**src/rtl/cal_alarm_pkg.sv**
```systemverilog
package cal_alarm_pkg;
  localparam int NUM_FIELDS = 6;
  localparam int DATA_W     = 12;
  localparam int ADDR_W     = 3;
  localparam int CTRL_W     = NUM_FIELDS + 1;
  localparam int MASTER_BIT = NUM_FIELDS;
  localparam int PEND_BIT   = 1;

  typedef enum logic [ADDR_W-1:0] {
    ADDR_CTRL = 3'd0,
    ADDR_SEC  = 3'd1,
    ADDR_MIN  = 3'd2,
    ADDR_HOUR = 3'd3,
    ADDR_DAY  = 3'd4,
    ADDR_MON  = 3'd5,
    ADDR_YEAR = 3'd6,
    ADDR_PEND = 3'd7
  } reg_addr_e;

  // stored width of each alarm field, index 0 = seconds
  function automatic int field_width(input int idx);
    case (idx)
      0, 1:    return 7;
      2, 3:    return 6;
      4:       return 5;
      default: return 12;
    endcase
  endfunction
endpackage

```
**src/rtl/alarm_regfile.sv**
```systemverilog
module alarm_regfile
  import cal_alarm_pkg::*;
#(
  parameter int N_FIELD = NUM_FIELDS,
  parameter int DW      = DATA_W,
  parameter int AW      = ADDR_W,
  localparam int CW     = N_FIELD + 1
) (
  input  logic                     clk_i,
  input  logic                     rst_ni,
  input  logic                     we_i,
  input  logic [AW-1:0]            addr_i,
  input  logic [DW-1:0]            wdata_i,
  input  logic                     pend_i,
  output logic [DW-1:0]            rdata_o,
  output logic [CW-1:0]            ctrl_o,
  output logic [N_FIELD-1:0][DW-1:0] alm_o
);
  logic [CW-1:0] ctrl_q;

  always_ff @(posedge clk_i or negedge rst_ni) begin
    if (!rst_ni)                                        ctrl_q <= '0;
    else if (we_i && addr_i == AW'(ADDR_CTRL))          ctrl_q <= wdata_i[CW-1:0];
  end

  for (genvar f = 0; f < N_FIELD; f++) begin : g_field
    localparam int FW = field_width(f);
    localparam logic [DW-1:0] MASK = DW'((64'd1 << FW) - 64'd1);
    logic [DW-1:0] val_q;
    always_ff @(posedge clk_i or negedge rst_ni) begin
      if (!rst_ni)                                      val_q <= '0;
      else if (we_i && addr_i == AW'(f + 1))            val_q <= wdata_i & MASK;
    end
    assign alm_o[f] = val_q;
  end

  always_comb begin
    rdata_o = '0;
    if (addr_i == AW'(ADDR_CTRL))      rdata_o = DW'(ctrl_q);
    else if (addr_i == AW'(ADDR_PEND)) rdata_o[PEND_BIT] = pend_i;
    else begin
      for (int f = 0; f < N_FIELD; f++)
        if (addr_i == AW'(f + 1)) rdata_o = alm_o[f];
    end
  end

  assign ctrl_o = ctrl_q;
endmodule

```
**src/rtl/alarm_field_match.sv**
```systemverilog
module alarm_field_match #(
  parameter int DW = 12
) (
  input  logic          en_i,
  input  logic [DW-1:0] cur_i,
  input  logic [DW-1:0] alm_i,
  output logic          match_o
);
  assign match_o = en_i && (cur_i == alm_i);
endmodule

```
**src/rtl/alarm_pending.sv**
```systemverilog
module alarm_pending (
  input  logic clk_i,
  input  logic rst_ni,
  input  logic fire_i,
  input  logic clr_i,
  output logic pend_o
);
  logic pend_q;
  // fire has priority over a coincident clear
  always_ff @(posedge clk_i or negedge rst_ni) begin
    if (!rst_ni)     pend_q <= 1'b0;
    else if (fire_i) pend_q <= 1'b1;
    else if (clr_i)  pend_q <= 1'b0;
  end
  assign pend_o = pend_q;
endmodule

```
**src/rtl/calendar_alarm.sv**
```systemverilog
module calendar_alarm
  import cal_alarm_pkg::*;
(
  input  logic              clk_i,
  input  logic              rst_ni,
  input  logic              sec_pulse_i,
  input  logic [7:0]        cur_sec_i,
  input  logic [7:0]        cur_min_i,
  input  logic [7:0]        cur_hour_i,
  input  logic [7:0]        cur_day_i,
  input  logic [7:0]        cur_mon_i,
  input  logic [11:0]       cur_year_i,
  input  logic              reg_we_i,
  input  logic [ADDR_W-1:0] reg_addr_i,
  input  logic [DATA_W-1:0] reg_wdata_i,
  output logic [DATA_W-1:0] reg_rdata_o,
  output logic              alarm_irq_o
);
  logic [CTRL_W-1:0]                   ctrl_q;
  logic [NUM_FIELDS-1:0][DATA_W-1:0]   alm_val;
  logic [NUM_FIELDS-1:0][DATA_W-1:0]   cur_val;
  logic [NUM_FIELDS-1:0]               match;
  logic                                pend;
  logic                                fire;
  logic                                clr;

  assign cur_val[0] = DATA_W'(cur_sec_i);
  assign cur_val[1] = DATA_W'(cur_min_i);
  assign cur_val[2] = DATA_W'(cur_hour_i);
  assign cur_val[3] = DATA_W'(cur_day_i);
  assign cur_val[4] = DATA_W'(cur_mon_i);
  assign cur_val[5] = DATA_W'(cur_year_i);

  alarm_regfile u_regs (
    .clk_i   (clk_i),
    .rst_ni  (rst_ni),
    .we_i    (reg_we_i),
    .addr_i  (reg_addr_i),
    .wdata_i (reg_wdata_i),
    .pend_i  (pend),
    .rdata_o (reg_rdata_o),
    .ctrl_o  (ctrl_q),
    .alm_o   (alm_val)
  );

  for (genvar f = 0; f < NUM_FIELDS; f++) begin : g_cmp
    alarm_field_match #(.DW(DATA_W)) u_cmp (
      .en_i    (ctrl_q[f]),
      .cur_i   (cur_val[f]),
      .alm_i   (alm_val[f]),
      .match_o (match[f])
    );
  end

  assign fire = sec_pulse_i && ctrl_q[MASTER_BIT] && (|match);
  assign clr  = reg_we_i && (reg_addr_i == ADDR_PEND) && reg_wdata_i[PEND_BIT];

  alarm_pending u_pend (
    .clk_i  (clk_i),
    .rst_ni (rst_ni),
    .fire_i (fire),
    .clr_i  (clr),
    .pend_o (pend)
  );

  assign alarm_irq_o = pend;
endmodule

```
**config.mk**
```make
export PLATFORM = sky130hd
export DESIGN_NAME = calendar_alarm
export DESIGN_NICKNAME = d
export VERILOG_FILES = /design/src/rtl/cal_alarm_pkg.sv /design/src/rtl/alarm_regfile.sv /design/src/rtl/alarm_field_match.sv /design/src/rtl/alarm_pending.sv /design/src/rtl/calendar_alarm.sv
export SDC_FILE = /design/constraint.sdc
export NUM_CORES = 1
export LEC_CHECK = 0
export BUFFER_PORTS_ARGS = -buffer_cell sky130_fd_sc_hd__buf_4
export CORE_ASPECT_RATIO = 1.5
export CORE_UTILIZATION = 50
export CTS_CLUSTER_DIAMETER = 40
export DETAILED_ROUTE_END_ITERATION = 8
export PLACE_DENSITY = 0.77
export SKIP_CTS_REPAIR_TIMING = 1
export SLEW_MARGIN = 10
export SYNTH_ARGS = -nofsm -noshare
export SYNTH_HDL_FRONTEND = slang
export SYNTH_SLANG_ARGS = --single-unit
```
**constraint.sdc**
```tcl
create_clock -name clk_i -period 1.5 [get_ports clk_i]
set_clock_uncertainty 0.1 [all_clocks]
set_input_delay 0 -clock clk_i [delete_from_list [all_inputs] [get_ports clk_i]]
set_output_delay 0 -clock clk_i [all_outputs]
set_load 0.05 [all_outputs]
```
# [Yosys cells after proc, flatten, opt, wreduce, memory -nomap -nowiden]
# Index checks and enable logic that the tools add are counted.
[word_totals] register_bits=51 in_bits=71 output_inout_bits=13 wordCells=53
[op_classes] eq_ne=13 mux=12 reduce_logical=20
[op_table] cell="$mux W7" n=5
[op_table] cell="$mux W12" n=2
[op_table] cell="$logic_and A1 B1 Y1" n=17
[op_table] cell="$eq A8 B6 Y1" n=2
[op_table] cell="$eq A8 B7 Y1" n=2
[op_table] cell="$eq A12 B12 Y1" n=1
[op_table] cell="$eq A3 B3 Y1 const B" n=4
[op_table] cell="$mux W10" n=1
[op_table] cell="$eq A8 B5 Y1" n=1
[op_table] cell="$eq A3 B2 Y1 const B" n=2
[op_table] cell="$reduce_or A6 Y1" n=1
[op_table] cell="$mux W1" n=4
[op_table] cell="$eq A3 B1 Y1 const B" n=1
[op_table] cell="$logic_not A3 Y1" n=1
[op_table] cell="$reduce_bool A2 Y1" n=1

# [Longest topological paths before layout]
# Gate-level depths: netlist of the first run.
[depth] word_depth=9 ltp_mapped=7 mapped_depth_nobuf=5

# [By module]
# From an unflattened synthesis of the first run, not the netlist that was laid out.
[unflattened] cells_unflattened=322 hier_area_um2=3540.9
[modules_own_cells] module="alarm_regfile" n_inst=1 cells_each=211 area_per_inst_um2=2637.5 seq_area_each_um2=1251.2
[modules_own_cells] module="alarm_field_match" n_inst=6 cells_each=17 area_per_inst_um2=138.9 seq_area_each_um2=0.0
[modules_own_cells] module="alarm_pending" n_inst=1 cells_each=3 area_per_inst_um2=36.3 seq_area_each_um2=25.0
[modules_own_cells] module="calendar_alarm" n_inst=1 cells_each=6 area_per_inst_um2=33.8 seq_area_each_um2=0.0

# [Worst setup path after synthesis of the first run]
# OpenSTA, ideal clock, no wires.
[synth_timing] path_kind="register -> output" start="register u_pend.pend_q, in the netlist u_pend.pend_o" end="output port reg_rdata_o[1]" arrival_time_ps=1959 required_time_ps=1400 setup_slack_ps=-559 path_stages_with_launch=6 path_buffers=0 cell_sequence="dfrtp_1 > nand2_1 > a21oi_1 > o311ai_1 > a21oi_1 > a2bb2oi_1"
[synth_via] elab_chain_len=2
[synth_rtl] item="from (decl)" line="alarm_pending.sv:8" text="logic pend_q;"
[synth_rtl] item="from (signal assigned)" line="alarm_pending.sv:11" text="if (!rst_ni) pend_q <= 1'b0;"
[synth_rtl] item="from (signal assigned)" line="alarm_pending.sv:12" text="else if (fire_i) pend_q <= 1'b1;"
[synth_rtl] item="from (signal assigned)" line="alarm_pending.sv:13" text="else if (clr_i) pend_q <= 1'b0;"
[synth_rtl] item="$mux W1" line="alarm_regfile.sv:40" text="else if (addr_i == AW'(ADDR_PEND)) rdata_o[PEND_BIT] = pend_i;"
[synth_rtl] item="$mux W12" line="alarm_regfile.sv:39" text="if (addr_i == AW'(ADDR_CTRL)) rdata_o = DW'(ctrl_q);"
[synth_rtl] item="to (decl)" line="calendar_alarm.sv:16" text="output logic [DATA_W-1:0] reg_rdata_o,"
# No other way between the ends.

# [Worst setup path after layout of the first run]
[layout_timing] start="register u_regs.g_field[4].val_q[1]" end="output port reg_rdata_o[1]"
[layout_via] elab_chain_len=4
[layout_rtl] item="from (decl)" line="alarm_regfile.sv:29" text="logic [DW-1:0] val_q;"
[layout_rtl] item="from (signal assigned)" line="alarm_regfile.sv:32" text="else if (we_i && addr_i == AW'(f + 1)) val_q <= wdata_i & MASK;"
[layout_rtl] item="$mux W7" line="alarm_regfile.sv:43" text="if (addr_i == AW'(f + 1)) rdata_o = alm_o[f];"
[layout_rtl] item="$mux W12" line="alarm_regfile.sv:43"
[layout_rtl] item="$mux W1" line="alarm_regfile.sv:40"
[layout_rtl] item="$mux W12" line="alarm_regfile.sv:39"
# No other way between the ends.

==> impl_metrics.py, run 1 <==
metrics = {
    "outcome": {
        "status": "finished with violations",
        "violations": "hold timing, setup timing",
    },
    "cells_and_area": {
        "drive_gt1_frac": 0.4949,
        "insertedDiodeCount": 0,
        "fill_cells": 442,
        "area_growth_pct": 39.66,
        "fin_nets": 461,
        "layoutNonFillerInstCount": 462,
    },
    "worst_setup_path": {
        "critPathLaunchType": "register",
        "critPathSlowestCell": "dfrtp_1",
        "slowest_delay_ns": 0.39,
        "path_class": "register to primary output",
        "cp.arrival_ns": 1.66,
        "cp_max_fo": 3,
        "cp_num_buf_inv": 1,
        "path_cells": "nand2b_1, a31oi_4, o311ai_4, a21oi_2, a2bb2oi_4, buf_6",
        "cp-end-kind": "primary output",
        "required_ns": 1.40,
        "crit_family": "compound AO/OA/AOI/OAI gates",
    },
    "pwr": {
        "p_leak_nw": 1.896,
        "p_per_area_nw_per_um2": 1041,
        "power_frac_clock": 0.210,
        "vdd_ir_drop_max_mv": 0.7266,
        "p_seq_frac": 0.434,
        "p_int_mw": 3.054,
        "p_total_mw": 4.455,
        "switching_share": 0.3145,
        "pwr-share-comb": 0.355,
        "switchingPower_mw": 1.401,
    },
    "logic_synthesis": {
        "synth_warnings": 0,
        "async_flop_share": 1.000,
        "synth_seq_area_share": 0.4167,
        "synth_largest_area_cell": "dfrtp_1",
        "synth_edf_count": 0,
        "syn_inst": 270,
        "netlist_area_um2": 3063,
        "synth_ff_type": "dfrtp_1",
        "synthesis.nets": 341,
        "syn-mean-instance-area_um2": 11.34,
        "synthMostInstantiatedCell": "mux2_2",
        "ys_top_cells_by_area": "dfrtp_1 42%, mux2_2 21%, xnor2_1 7.7%",
        "synth.distinct_cells": 41,
        "synth_top_area_frac": 0.4167,
        "synth_common_cells": "56 x mux2_2, 51 x dfrtp_1, 27 x xnor2_1",
        "synth_seq_cells": 51,
    },
    "floorplan": {
        "die_h_um": 97.86,
        "die_area_um2": 6449,
        "initial_core_util": 0.5217,
        "coreArea_um2": 5871,
        "pin_count": 84,
        "die_x_um": 65.91,
        "rows": 34,
    },
    "placement": {
        "place_congestion": 0.8723,
        "port_buffers": 83,
        "dp_slack_ns": -0.04920,
        "dp_hpwl_um": 6206,
        "dp_cells": 434,
    },
    "sta": {
        "worst_pin_slew_ns": 0.6795,
        "rsz0062_at_grt": "true",
        "setup-violations-final": 7,
        "final-hold-violation-count": 1,
        "relSlewSlack": 0.5470,
        "max_freq_ghz": 0.5681,
        "period_share": 1.174,
        "finalWorstSetupSlack_ns": -0.2603,
        "fin_hold_ws_ns": -0.02231,
        "drv_slew": 0,
        "min_period_ns": 1.760,
        "tns_ns": -1.387,
    },
    "routing": {
        "drc_errors": 0,
        "drt_first_pass_iters": 4,
        "viasPerCell": 5.591,
        "avgRoutedWirePerCell_um": 18.26,
        "ant_nets": 0,
        "num_vias": 2583,
        "drt_iter0_markers": 94,
        "drt_wl_total_um": 8434,
    },
    "hold_path": {
        "hold_path_class": "input pin to register",
    },
    "global_route": {
        "grt_util_met1": 0.2883,
        "grt_start_max_net_pins": 52,
        "busiest_layer": "met2",
        "grtUsageMet3": 0.04089,
        "gr-total-overflow": 0,
        "grt_pass1_vias": 2593,
        "grt_pass1_wl_um": 12590,
        "met2_usage": 0.4851,
        "antenna_found_initial": 0,
        "grt_use_total": 0.2652,
    },
    "clock_tree": {
        "clock_path_buffers": 2,
        "cts_sinks": 51,
        "root_buffer": "clkbuf_8",
        "htreeDepth": 2,
        "numCtsBuffers": 5,
        "worstSkewPairLatency_ns": 0.31,
        "cts_tree": "built",
        "clk_pin_slew_ns": 0.09,
    },
    "run": {
        "max-cap-violations": 0,
    },
}
[worst register-to-register path, stage by stage (launching register included)]
cell and delay (ns):
dfrtp_1 0.41, buf_4 0.15, xor2_1 0.17, nor3_1 0.08, a211oi_1 0.34, a31oi_1 0.12
[registers in the layout (all words and copies together) (netlist names)]
name and cells:
u_regs.g_field.val_q 43, u_pend.pend_o 1, u_regs.ctrl_o 7
[final timing paths]
path / startpoint / endpoint / slack (ns) / depth (start not counted)
worst min-delay path: cur_mon_i[5] / u_pend.pend_o / -0.02 / 4
max in group asynchronous: rst_ni / u_pend.pend_o / 0.67 / 2
worst max register to register: u_regs.g_field[3].val_q[1] / u_pend.pend_o / 0.01 / 5
worst min register to register: u_regs.g_field[5].val_q[8] / u_regs.g_field[5].val_q[8] / 0.45 / 1
min in group asynchronous: rst_ni / u_regs.g_field[4].val_q[4] / 0.15 / 2
worst max-delay path: u_regs.g_field[4].val_q[1] / reg_rdata_o[1] / -0.26 / 6
[layout make-up]
cell class | instances | area [um2] | area share
timing repair buffer | 125 | 1012 | 0.2366
clock inverter | 1 | 30.03 | 0.007020
inverter | 9 | 33.78 | 0.007897
multi-input combinational | 198 | 1762 | 0.4118
sequential | 51 | 1277 | 0.2986
tap | 72 | 90.09 | 0.02106
clock buffer | 6 | 72.57 | 0.01696
[per-stage QoR]
| stage | area (um2) | util |
|---|---|---|
| 2_1_floorplan | 3107 | - |
| 3_3_place_gp | 3908 | 0.6656 |
| 3_5_place_dp | 3908 | 0.6656 |
| 4_1_cts | 4010 | 0.6831 |
| 5_1_grt | 4278 | 0.7287 |
| 6_report | 4278 | 0.7287 |
[power by group through the flow]
stage                     Combinational [mW]  Sequential, mW  Clock, mW
after global placement                  1.38            1.95          0
after CTS                               1.42            1.94      0.950
after global routing                    1.69            1.97       1.01
after detailed placement                1.41            1.97          0
final                                   1.58            1.94      0.938
after floorplan                        0.935            1.90          0
[metal layers]
| metal | routed length, um | vias up |
|---|---|---|
| met2 | 4787 | 76 |
| met4 | 289 | 0 |
| met5 | 0 | - |
| met1 | 3097 | 1280 |
| met3 | 260 | 23 |
| li1 | - | 1204 |
[kinds of logic (layout without fill, tap and decap cells)]
logic type / after synthesis / count (layout) / share of synthesized area
flops: 51 / 51 / 0.4167
compound gates: 47 / 47 / 0.09804
mux: 57 / 57 / 0.2091
simple gates: 51 / 51 / 0.1152
buf+inv: 21 / 141 / 0.03799
xor+xnor: 43 / 43 / 0.1230
[cell usage in the layout (no fill, tap or decap), types with 5 or more instances in the layout]
cell type / synthesis / final
buf_4: 2 / 103
xor2_1: 16 / 16
o21ai_0: 13 / 13
xnor2_1: 27 / 26
nand4_1: 5 / 5
and2_1: 5 / 5
a21oi_1: 12 / 9
dfrtp_1: 51 / 50
clkbuf_8: 0 / 5
dlygate4sd3_1: 0 / 14
nor2_1: 8 / 8
buf_6: 3 / 7
mux2_2: 56 / 56
inv_1: 9 / 9
Note: power is estimated with default switching activity, not from simulation.
==> run 2: changes to the inputs <==
--- a/config.mk
+++ b/config.mk
@@ -6,11 +6,11 @@
 export NUM_CORES = 1
 export LEC_CHECK = 0
 export BUFFER_PORTS_ARGS = -buffer_cell sky130_fd_sc_hd__buf_4
-export CORE_ASPECT_RATIO = 1.5
+export CORE_ASPECT_RATIO = 0.7
 export CORE_UTILIZATION = 50
 export CTS_CLUSTER_DIAMETER = 40
 export DETAILED_ROUTE_END_ITERATION = 8
-export PLACE_DENSITY = 0.77
+export PLACE_DENSITY = 0.89
 export SKIP_CTS_REPAIR_TIMING = 1
 export SLEW_MARGIN = 10
 export SYNTH_ARGS = -nofsm -noshare
==> impl_metrics.py, run 2 (synthesized netlist as in run 1, its figures left out) <==
metrics = {
    "outcome": {
        "status": "finished with violations",
        "violations": "setup timing",
    },
    "clock_tree": {
        "htreeDepth": 2,
        "cts_sinks": 51,
        "worstSkewPairLatency_ns": 0.31,
        "cts_tree": "built",
        "clk_pin_slew_ns": 0.10,
        "numCtsBuffers": 5,
        "clock_path_buffers": 2,
        "root_buffer": "clkbuf_8",
    },
    "worst_setup_path": {
        "r2r-end": "u_pend.pend_o",
        "r2r_slack_ns": -0.17,
        "timing.rr.start": "u_regs.g_field[1].val_q[0]",
        "cp.arrival_ns": 1.72,
        "path_class": "register to primary output",
        "worst_r2r_path_depth": 7,
        "crit_family": "compound AO/OA/AOI/OAI gates",
        "cp_max_fo": 2,
        "path_cells": "mux2_4, a221o_1, a22o_1, buf_6",
        "cp_num_buf_inv": 1,
        "critPathSlowestCell": "dfrtp_1",
        "slowest_delay_ns": 0.42,
        "required_ns": 1.40,
        "critPathLaunchType": "register",
        "cp-end-kind": "primary output",
    },
    "cells_and_area": {
        "area_growth_pct": 42.08,
        "insertedDiodeCount": 0,
        "fill_cells": 392,
        "final_cell_mix": "103 x buf_4, 53 x mux2_2, 50 x dfrtp_1, 24 x xnor2_1, 17 x dlygate4sd3_1",
        "post-route-util": 0.7486,
        "mostFrequentLayoutCell": "buf_4",
        "top_register": "u_regs.g_field.val_q",
        "drive_gt1_frac": 0.4949,
        "largest_reg_flops": 43,
        "fin_nets": 464,
    },
    "hold_path": {
        "hold_path_class": "input pin to register",
        "hold_end": "u_pend.pend_o",
        "hold-path-cell-count": 4,
        "min_from": "cur_sec_i[7]",
    },
    "sta": {
        "max_freq_ghz": 0.5480,
        "period_share": 1.216,
        "relSlewSlack": 0.5516,
        "finalWorstSetupSlack_ns": -0.3247,
        "setup-violations-final": 8,
        "worst_pin_slew_ns": 0.6726,
        "final-hold-violation-count": 0,
        "min_period_ns": 1.825,
        "drv_slew": 0,
        "rsz0062_at_grt": "true",
    },
    "pwr": {
        "p_leak_nw": 1.946,
        "vdd_ir_drop_max_mv": 0.6206,
        "p_total_mw": 4.739,
        "p_per_area_nw_per_um2": 1089,
    },
    "global_route": {
        "grt_pass1_vias": 2519,
        "grt_start_max_net_pins": 52,
        "gr-total-overflow": 0,
        "antenna_found_initial": 0,
        "grt_use_total": 0.2766,
        "grt_pass1_wl_um": 12980,
    },
    "placement": {
        "dp_hpwl_um": 6244,
        "port_buffers": 83,
        "place_congestion": 0.9115,
    },
    "floorplan": {
        "pin_count": 84,
        "die_h_um": 67.49,
        "rows": 23,
        "initial_core_util": 0.5269,
        "die_area_um2": 6448,
        "die_x_um": 95.55,
        "coreArea_um2": 5813,
    },
    "routing": {
        "avgRoutedWirePerCell_um": 19.37,
        "viasPerCell": 5.657,
        "drc_errors": 0,
        "drt_iter0_markers": 246,
        "num_vias": 2653,
        "drt_wl_total_um": 9083,
        "drt_first_pass_iters": 4,
        "ant_nets": 0,
    },
    "run": {
        "max-cap-violations": 0,
    },
}
==> run 2: worst max-delay path by stage <==
stage                                          start  depth (start not counted)        endpoint  slack [ns]
after floorplan                        reg_addr_i[2]                          5  reg_rdata_o[5]       -0.06
after global routing      u_regs.g_field[4].val_q[1]                          6  reg_rdata_o[1]       -0.39
after detailed placement  u_regs.g_field[4].val_q[1]                          6  reg_rdata_o[1]     -0.0009
after CTS                 u_regs.g_field[1].val_q[3]                          4  reg_rdata_o[3]       -0.35
after global placement    u_regs.g_field[1].val_q[0]                          6   u_pend.pend_o       -0.04
final                     u_regs.g_field[1].val_q[2]                          4  reg_rdata_o[2]       -0.32
==> run 2: area by class of cell <==
type,count,area [um2],share of cell area
clock inverter,2,60.06,0.01380
tap,75,93.84,0.02156
clock buffer,6,72.57,0.01668
inverter,9,33.78,0.007763
sequential,51,1277,0.2936
timing repair buffer,128,1042,0.2395
multi-input combinational,198,1772,0.4071
==> run 2: tightest hold or removal path, stage by stage <==
cell     delay, ns
buf_4         0.08
nor3b_1       0.06
a41oi_1       0.18
a31oi_1       0.12
==> run 2: power breakdown <==
| part | switching [mW] | internal (mW) | leakage [nW] | total (mW) |
|---|---|---|---|---|
| Clock | 0.489 | 0.667 | 0.0654 | 1.16 |
| Sequential | 0.281 | 1.67 | 0.612 | 1.95 |
| Combinational | 0.719 | 0.911 | 1.27 | 1.63 |
| Total | 1.49 | 3.25 | 1.95 | 4.74 |
==> run 2: through the flow <==
step                std cells  worst slack, ns  setup TNS, ns  hold slack, ns  cell area (um2)
global placement          440         -0.04208       -0.04208        -0.03519             3934
CTS                       448          -0.3539         -1.865         -0.3568             4066
floorplan                 270         -0.05585        -0.1607         -0.3956             3107
finish                    469          -0.3247         -1.886         0.05720             4352
global route              469          -0.3942         -2.232         0.08404             4352
detailed placement        440       -0.0008595     -0.0008595        -0.02609             3934
==> run 2: layer usage <==
layer  vias to the layer above  track usage  share of wire  wire length (um)
li1                       1214            -              -                 -
met1                      1287       0.3979           0.43              3915
met2                       130       0.4491           0.46              4202
met3                        22      0.04279          0.079               721
met4                         0      0.04664          0.027               244
met5                         -            0              0                 0
==> run 3: changes to the inputs <==
--- a/config.mk
+++ b/config.mk
@@ -6,7 +6,7 @@
 export NUM_CORES = 1
 export LEC_CHECK = 0
 export BUFFER_PORTS_ARGS = -buffer_cell sky130_fd_sc_hd__buf_4
-export CORE_ASPECT_RATIO = 0.7
+export CORE_ASPECT_RATIO = 1.1
 export CORE_UTILIZATION = 50
 export CTS_CLUSTER_DIAMETER = 40
 export DETAILED_ROUTE_END_ITERATION = 8
==> impl_metrics.py, run 3 (synthesized netlist as in run 1, its figures left out) <==
metrics = {
    "hold_path": {
        "hold_path_class": "input pin to register",
        "hold-path-cell-count": 4,
        "hold_end": "u_pend.pend_o",
        "min_from": "cur_mon_i[2]",
    },
    "placement": {
        "place_congestion": 0.8499,
        "port_buffers": 83,
        "dp_slack_ns": -0.03859,
        "dp_hpwl_um": 5913,
    },
    "sta": {
        "drv_slew": 0,
        "min_period_ns": 1.830,
        "relSlewSlack": 0.5655,
        "finalWorstSetupSlack_ns": -0.3296,
        "worst_pin_slew_ns": 0.6517,
        "setup-violations-final": 7,
        "period_share": 1.220,
        "tns_ns": -1.603,
        "max_freq_ghz": 0.5466,
        "rsz0062_at_grt": "true",
        "final-hold-violation-count": 0,
    },
    "clock_tree": {
        "clk_pin_slew_ns": 0.10,
        "numCtsBuffers": 5,
        "htreeDepth": 2,
        "cts_tree": "built",
        "clock_path_buffers": 2,
        "worstSkewPairLatency_ns": 0.32,
        "root_buffer": "clkbuf_8",
        "cts_sinks": 51,
    },
    "pwr": {
        "p_total_mw": 4.596,
        "p_leak_nw": 1.930,
        "p_per_area_nw_per_um2": 1055,
        "vdd_ir_drop_max_mv": 0.7550,
    },
    "routing": {
        "avgRoutedWirePerCell_um": 19.35,
        "num_vias": 2756,
        "ant_nets": 0,
        "drt_first_pass_iters": 5,
        "drt_iter0_markers": 278,
        "viasPerCell": 5.851,
        "drc_errors": 0,
        "drt_wl_total_um": 9112,
    },
    "floorplan": {
        "die_x_um": 76.63,
        "initial_core_util": 0.5243,
        "die_area_um2": 6443,
        "pin_count": 84,
        "coreArea_um2": 5842,
        "die_h_um": 84.09,
        "rows": 29,
    },
    "worst_setup_path": {
        "cp-end-kind": "primary output",
        "timing.rr.start": "u_regs.g_field[1].val_q[0]",
        "critPathSlowestCell": "dfrtp_1",
        "cp.arrival_ns": 1.73,
        "slowest_delay_ns": 0.42,
        "cp_num_buf_inv": 1,
        "cp_max_fo": 3,
        "worst_r2r_path_depth": 6,
        "crit_family": "compound AO/OA/AOI/OAI gates",
        "path_cells": "mux2_2, a221o_1, a22o_1, buf_6",
        "r2r-end": "u_pend.pend_o",
        "path_class": "register to primary output",
        "required_ns": 1.40,
        "r2r_slack_ns": -0.11,
        "critPathLaunchType": "register",
    },
    "cells_and_area": {
        "fin_nets": 464,
        "drive_gt1_frac": 0.5000,
        "insertedDiodeCount": 0,
        "largest_reg_flops": 43,
        "mostFrequentLayoutCell": "buf_4",
        "final_cell_mix": "102 x buf_4, 56 x mux2_2, 50 x dfrtp_1, 26 x xnor2_1, 18 x dlygate4sd3_1",
        "top_register": "u_regs.g_field.val_q",
        "area_growth_pct": 42.28,
    },
    "outcome": {
        "violations": "setup timing",
        "status": "finished with violations",
    },
    "global_route": {
        "grt_use_total": 0.2603,
        "grt_start_max_net_pins": 52,
        "grt_pass1_vias": 2609,
        "antenna_found_initial": 0,
        "gr-total-overflow": 0,
        "grt_pass1_wl_um": 12720,
    },
    "run": {
        "max-cap-violations": 0,
    },
}
run 3: final cells by class:
class	instances	area, um2
multi-input cells	198	1779
fillers	365	1484
flip-flops and latches	51	1277
repair buffers	128	1054
well taps	77	96.34
clock buffers	6	82.58
clock inverters	2	35.03
inverters	9	33.78
run 3: metrics by stage:
stage          hold WS, ns  area (um2)  utilization  instances
2_1_floorplan      -0.3956        3107            -        270
3_3_place_gp      -0.03695        3896       0.6670        435
3_5_place_dp      -0.02632        3896       0.6670        435
4_1_cts            -0.3675        4014       0.6871        443
5_1_grt            0.01432        4358       0.7460        471
6_report         0.0003067        4358       0.7460        471
run 3: routing by layer:
| metal | track usage | part of all wire |
|---|---|---|
| met1 | 0.3255 | 0.38 |
| met2 | 0.4234 | 0.52 |
| met3 | 0.05464 | 0.071 |
| met4 | 0.1346 | 0.035 |
| met5 | 0 | 0 |
run 3: how the worst max path moves through the flow:
stage	start	end	slack, ns	cells after the start
after global routing	u_regs.g_field[2].val_q[2]	reg_rdata_o[2]	-0.36	4
after global placement	u_regs.g_field[5].val_q[11]	u_pend.pend_o	-0.03	5
after CTS	u_regs.g_field[4].val_q[1]	reg_rdata_o[1]	-0.35	6
after floorplan	reg_addr_i[2]	reg_rdata_o[5]	-0.06	5
after detailed placement	u_regs.g_field[5].val_q[11]	u_pend.pend_o	-0.04	5
final	u_regs.g_field[2].val_q[2]	reg_rdata_o[2]	-0.33	4
run 3: report_power, final:
group          leakage [nW]  internal, mW  switching (mW)
logic                  1.26         0.904           0.731
clock network        0.0612         0.540           0.469
registers             0.612          1.67           0.280
run 3: worst register-to-register path, delay by kind of cell (launching register included):
| family | cells | cell delay, ns |
|---|---|---|
| simple gates | 2 | 0.46 |
| flops | 1 | 0.41 |
| compound gates | 2 | 0.25 |
| xor+xnor | 1 | 0.17 |
| buf+inv | 1 | 0.15 |
